### src/rtl/wsr_pkg.sv
package wsr_pkg;

    localparam int CODE_W     = 8;
    localparam int LINE_COUNT = 3;

    typedef logic [CODE_W-1:0] code_t;

    // order of the three serial lines inside the synchronizer vector
    typedef struct packed {
        logic sel;
        logic sck;
        logic dat;
    } lines_t;

    // edge events detected in the system clock domain
    typedef struct packed {
        logic sel_fall;
        logic sck_rise;
    } events_t;

    function automatic code_t midscale_code();
        code_t c;
        c = '0;
        c[CODE_W-1] = 1'b1;
        return c;
    endfunction

    function automatic code_t push_bit(code_t word, logic b);
        return {word[CODE_W-2:0], b};
    endfunction

endpackage

### src/rtl/wsr_sync.sv
module wsr_sync #(
    parameter int WIDTH = 3,
    parameter int DEPTH = 2
) (
    input  logic             clk_i,
    input  logic             rst_i,
    input  logic [WIDTH-1:0] raw_i,
    output logic [WIDTH-1:0] level_o,
    output logic [WIDTH-1:0] rise_o,
    output logic [WIDTH-1:0] fall_o
);
    localparam int LAST = DEPTH - 1;

    logic [WIDTH-1:0] chain [DEPTH];
    logic [WIDTH-1:0] prev_q;

    always_ff @(posedge clk_i) begin
        if (rst_i) begin
            for (int k = 0; k < DEPTH; k++) chain[k] <= '0;
            prev_q <= '0;
        end else begin
            chain[0] <= raw_i;
            for (int k = 1; k < DEPTH; k++) chain[k] <= chain[k-1];
            prev_q <= chain[LAST];
        end
    end

    for (genvar b = 0; b < WIDTH; b++) begin : g_edge
        assign level_o[b] = chain[LAST][b];
        assign rise_o[b]  = chain[LAST][b] & ~prev_q[b];
        assign fall_o[b]  = ~chain[LAST][b] & prev_q[b];
    end

endmodule

### src/rtl/wsr_shift.sv
module wsr_shift
    import wsr_pkg::*;
(
    input  logic    clk_i,
    input  logic    rst_i,
    input  lines_t  level_i,
    input  events_t ev_i,
    output code_t   word_o
);
    code_t word_q;

    // accept a bit only on a qualified rising clock edge
    always_ff @(posedge clk_i) begin
        if (rst_i)
            word_q <= midscale_code();
        else if (ev_i.sck_rise && level_i.sel)
            word_q <= push_bit(word_q, level_i.dat);
    end

    assign word_o = word_q;

    a_r2_bit_enters_lsb: assert property (@(posedge clk_i) disable iff (rst_i)
        (ev_i.sck_rise && level_i.sel) |=>
            (word_q[0] == $past(level_i.dat)) &&
            (word_q[CODE_W-1:1] == $past(word_q[CODE_W-2:0])));

    a_r9_idle_edge_holds: assert property (@(posedge clk_i) disable iff (rst_i)
        (!level_i.sel) |=> $stable(word_q));

endmodule

### src/rtl/wsr_commit.sv
module wsr_commit
    import wsr_pkg::*;
(
    input  logic    clk_i,
    input  logic    rst_i,
    input  events_t ev_i,
    input  code_t   word_i,
    output code_t   wiper_o,
    output logic    upd_o
);
    code_t wiper_q;
    logic  upd_q;

    // load on select fall, strobe in the same cycle
    always_ff @(posedge clk_i) begin
        if (rst_i) begin
            wiper_q <= midscale_code();
            upd_q   <= 1'b0;
        end else begin
            upd_q <= ev_i.sel_fall;
            if (ev_i.sel_fall) wiper_q <= word_i;
        end
    end

    assign wiper_o = wiper_q;
    assign upd_o   = upd_q;

    a_r4_commit_on_fall: assert property (@(posedge clk_i) disable iff (rst_i)
        ev_i.sel_fall |=> (upd_q && wiper_q == $past(word_i)));

    a_r8_single_pulse: assert property (@(posedge clk_i) disable iff (rst_i)
        upd_q |=> !upd_q);

    a_r8_change_has_strobe: assert property (@(posedge clk_i) disable iff (rst_i)
        !upd_q |-> $stable(wiper_q));

    a_r7_reset_midscale: assert property (@(posedge clk_i)
        rst_i |=> (wiper_q == midscale_code() && !upd_q));

endmodule

### src/rtl/wsr_wiper_top.sv
module wsr_wiper_top
    import wsr_pkg::*;
#(
    parameter int SYNC_DEPTH = 2
) (
    input  logic              clk_i,
    input  logic              rst_i,
    input  logic              cs_i,
    input  logic              sclk_i,
    input  logic              sdi_i,
    output logic [CODE_W-1:0] wiper_o,
    output logic              upd_o
);
    lines_t  raw_lines;
    lines_t  lvl_lines;
    lines_t  rise_lines;
    lines_t  fall_lines;
    events_t ev;
    code_t   word;
    code_t   wiper;

    logic [LINE_COUNT-1:0] lvl_vec;
    logic [LINE_COUNT-1:0] rise_vec;
    logic [LINE_COUNT-1:0] fall_vec;

    assign raw_lines.sel = cs_i;
    assign raw_lines.sck = sclk_i;
    assign raw_lines.dat = sdi_i;

    wsr_sync #(
        .WIDTH(LINE_COUNT),
        .DEPTH(SYNC_DEPTH)
    ) u_sync (
        .clk_i  (clk_i),
        .rst_i  (rst_i),
        .raw_i  (raw_lines),
        .level_o(lvl_vec),
        .rise_o (rise_vec),
        .fall_o (fall_vec)
    );

    assign lvl_lines  = lines_t'(lvl_vec);
    assign rise_lines = lines_t'(rise_vec);
    assign fall_lines = lines_t'(fall_vec);

    assign ev.sel_fall = fall_lines.sel;
    assign ev.sck_rise = rise_lines.sck;

    wsr_shift u_shift (
        .clk_i  (clk_i),
        .rst_i  (rst_i),
        .level_i(lvl_lines),
        .ev_i   (ev),
        .word_o (word)
    );

    wsr_commit u_commit (
        .clk_i  (clk_i),
        .rst_i  (rst_i),
        .ev_i   (ev),
        .word_i (word),
        .wiper_o(wiper),
        .upd_o  (upd_o)
    );

    assign wiper_o = wiper;

endmodule

### config.mk
export PLATFORM = sky130hd
export DESIGN_NAME = wsr_wiper_top
export DESIGN_NICKNAME = d
export VERILOG_FILES = /design/src/rtl/wsr_pkg.sv /design/src/rtl/wsr_sync.sv /design/src/rtl/wsr_shift.sv /design/src/rtl/wsr_commit.sv /design/src/rtl/wsr_wiper_top.sv
export SDC_FILE = /design/constraint.sdc
export NUM_CORES = 1
export LEC_CHECK = 0
export CORE_MARGIN = 1
export CORE_UTILIZATION = 45
export CTS_CLUSTER_SIZE = 8
export DETAILED_ROUTE_END_ITERATION = 12
export PLACE_DENSITY_LB_ADDON = 0.2
export SLEW_MARGIN = 40
export SYNTH_ARGS = -nofsm -noshare
export SYNTH_HDL_FRONTEND = slang
export SYNTH_SLANG_ARGS = --single-unit
export TNS_END_PERCENT = 20
### constraint.sdc
create_clock -name clk_i -period 1.1 [get_ports clk_i]
set_input_delay 0.11 -clock clk_i [delete_from_list [all_inputs] [get_ports clk_i]]
set_output_delay 0.11 -clock clk_i [all_outputs]
set_load 0.01 [all_outputs]
==> metrics.txt <==
status=finished clean; largest stage delay on the critical path=0.35 ns; part of the power in registers=0.665; Setup-failing EPs final=0; first-pass GRT wire length=2150 µm; register area share after synthesis=0.613; Critical R2R Capture=u_shift.word_o[7]; max-slew violations=0; cell internal pwr=1.09 mW; deepest clock path buffer count=2; Pwr per Cell Area=roughly 1400 nW/µm²; Mapped Area=817 µm²; Clock Skew=~0.0011 ns; hpwl dp=802 µm; synth warn=0; routability cong.=roughly 0.68; Power Total=1.39 mW; Tcrit/Tclk final=0.950; number of global-route vias before repair=506; Synth Area per Inst=8.98 µm²; family with the most delay on the worst path=flip-flops; Worst EP arrival=0.93 ns; row cnt=15; Max FO, Critical Path=2; Leak=approximately 0.38 nW; drt first pass iters=3; clock power share=0.292; initial antenna violation count=0; CTS tree=built; clk_lat worst skew=0.31 ns; Clock Sinks=25; Psw=0.303 mW; total grt overflow=0; area grow syn2layout=22.1%; fmax=0.957 GHz; H-tree depth=1; Multi-input gate area=a little under 300 µm²; Final Critical Period=1.04 ns; GRT Total Usage=0.154; vias after detailed routing=587; routed wire length=about 1300 µm; Routed WL per cell=slightly below 10 µm; Port Buffers=13; reg2reg path depth=3; most frequent cells in the layout=nand2_1 (30), dfxtp_1 (25), a21oi_1 (14), nor2b_1 (9), dlygate4sd2_1 (8); Setup CP Type=reg -> out; most common cell after layout, fill and taps aside=nand2_1; chip width=between 40 and 50 µm; Clk pin slew, worst setup/hold paths=0.13 ns; # hold bufs at CTS=0; Setup Fix Bufs, Post-CTS=0; starting density of the core=0.478; Max-cap violations=0; pin count of the biggest net entering global routing=27; Crit. path cell count=1; WP data required=0.99 ns; crit path to=wiper_o[7]; Worst VDD drop=0.000942 V; Worst Tran Pin Value=approximately 0.32 ns; root buf cell=clkbuf_4; CP Cell Sequence=dlygate4sd2_1; Comb pwr share=0.042; via/cell ratio=4.52; share of cells above drive strength 1=0.0762; Routed Antenna Nets=0; Slowest-stage cell, CP=dfxtp_1; kind of end point of the critical path=output pin; switching share of power=0.218; Fillers=158; CTS buffer count=3; startpoint types=register; nets=between 100 and 150; Ports=14; R2R setup slack=~0.090 ns; Hold Crit Class=in -> reg; Core Region=1710 µm²; post-cts sizing count=9; DRC=0; Die Ht=44.6 µm; Synthesized Nets=96; initial DRC count=4; RSZ-0062 raised after global routing=no; #FFs+latches synth=25; Post-Syn Instances=91; synth unique cells=12; relative slew slack=0.789; ANT cells=0; Hold Fails Final Rpt=0; CP startpoint=u_commit.wiper_o[7]; Setup TNS Final=0 ns; Buf/Inv on CP=1; register area=500 µm²; worst r2r src=u_sync.chain[0][5]; die footprint=1990 µm²
final cells by class:
type	instances	share of cell area
flip-flops and latches	25	0.502
multi-input cells	61	0.291
clock inverters	1	0.00502
repair buffers	15	0.148
clock buffers	3	0.0226
well taps	25	0.0314
worst min-delay path by stage:
stage / startpoint / endpoint / slack, ns / cells past startpoint
2_1_floorplan: rst_i / u_sync.chain[0][0] / 0.18 / 1
3_3_place_gp: u_sync.chain[0][2] / u_sync.chain[0][5] / 0.42 / 1
3_5_place_dp: u_sync.chain[0][0] / u_sync.chain[0][3] / 0.43 / 1
4_1_cts: cs_i / u_sync.chain[0][2] / 0.33 / 2
5_1_grt: sdi_i / u_sync.chain[0][0] / 0.33 / 2
6_report: sdi_i / u_sync.chain[0][0] / 0.33 / 2
power by group through the flow:
| stage | logic (mW) | registers, mW | clock network (mW) |
|---|---|---|---|
| 2_1_floorplan | 0.0290 | 0.945 | 0 |
| 3_3_place_gp | 0.0600 | 0.945 | 0 |
| 3_5_place_dp | 0.0604 | 0.945 | 0 |
| 4_1_cts | 0.0593 | 0.925 | 0.412 |
| 5_1_grt | 0.0653 | 0.928 | 0.447 |
| 6_report | 0.0590 | 0.926 | 0.407 |
metrics by stage:
stage               instances  worst slack (ns)  utilization  hold WS [ns]  instance area, µm²
finish                    130            0.0550        0.584         0.330                 997
global route              130           0.00595        0.584         0.330                 997
CTS                       130            0.0448        0.581         0.326                 992
detailed placement        126            0.0224        0.571         0.428                 976
global placement          126            0.0342        0.571         0.419                 976
floorplan                  91             0.204            -         0.182                 817
registers in the layout, indices dropped and copies added, names as in the netlist:
register and count:
u_commit.wiper_o 8, u_shift.word_o 8, u_sync.chain 6, u_sync.prev_q 2, u_commit.upd_o 1
cell usage after synthesis, drive strengths merged:
library cell  count  area (µm²)
nor2b             9        56.3
nand2b            1        6.26
nor3              2        10.0
nand3b            2        15.0
dfxtp            25         500
and3b             1        8.76
nor2              2        7.51
a21oi            14        70.1
nand2            30         113
buf               4        25.0
clkbuf            1        5.00
layer usage:
metal | wire length (µm) | vias to the layer above | track usage
li1 | - | 318 | -
met1 | 680 | 254 | 0.206
met2 | 493 | 11 | 0.206
met5 | 0 | - | 0
met4 | 38 | 0 | 0.127
met3 | 38 | 4 | 0.0367
worst reg2reg max path, cell delays in order, from the launching register on:
cell	delay, ns
dfxtp_1	0.40
nand3b_1	0.26
nor3_1	0.21
nor2_1	0.06
logic make-up after synthesis:
family                 synth area share
DFF                               0.613
and+or+nand+nor                   0.265
AOI/OAI and AO/OA                0.0858
buffers and inverters            0.0367
Power figures use the tool's default switching activity.
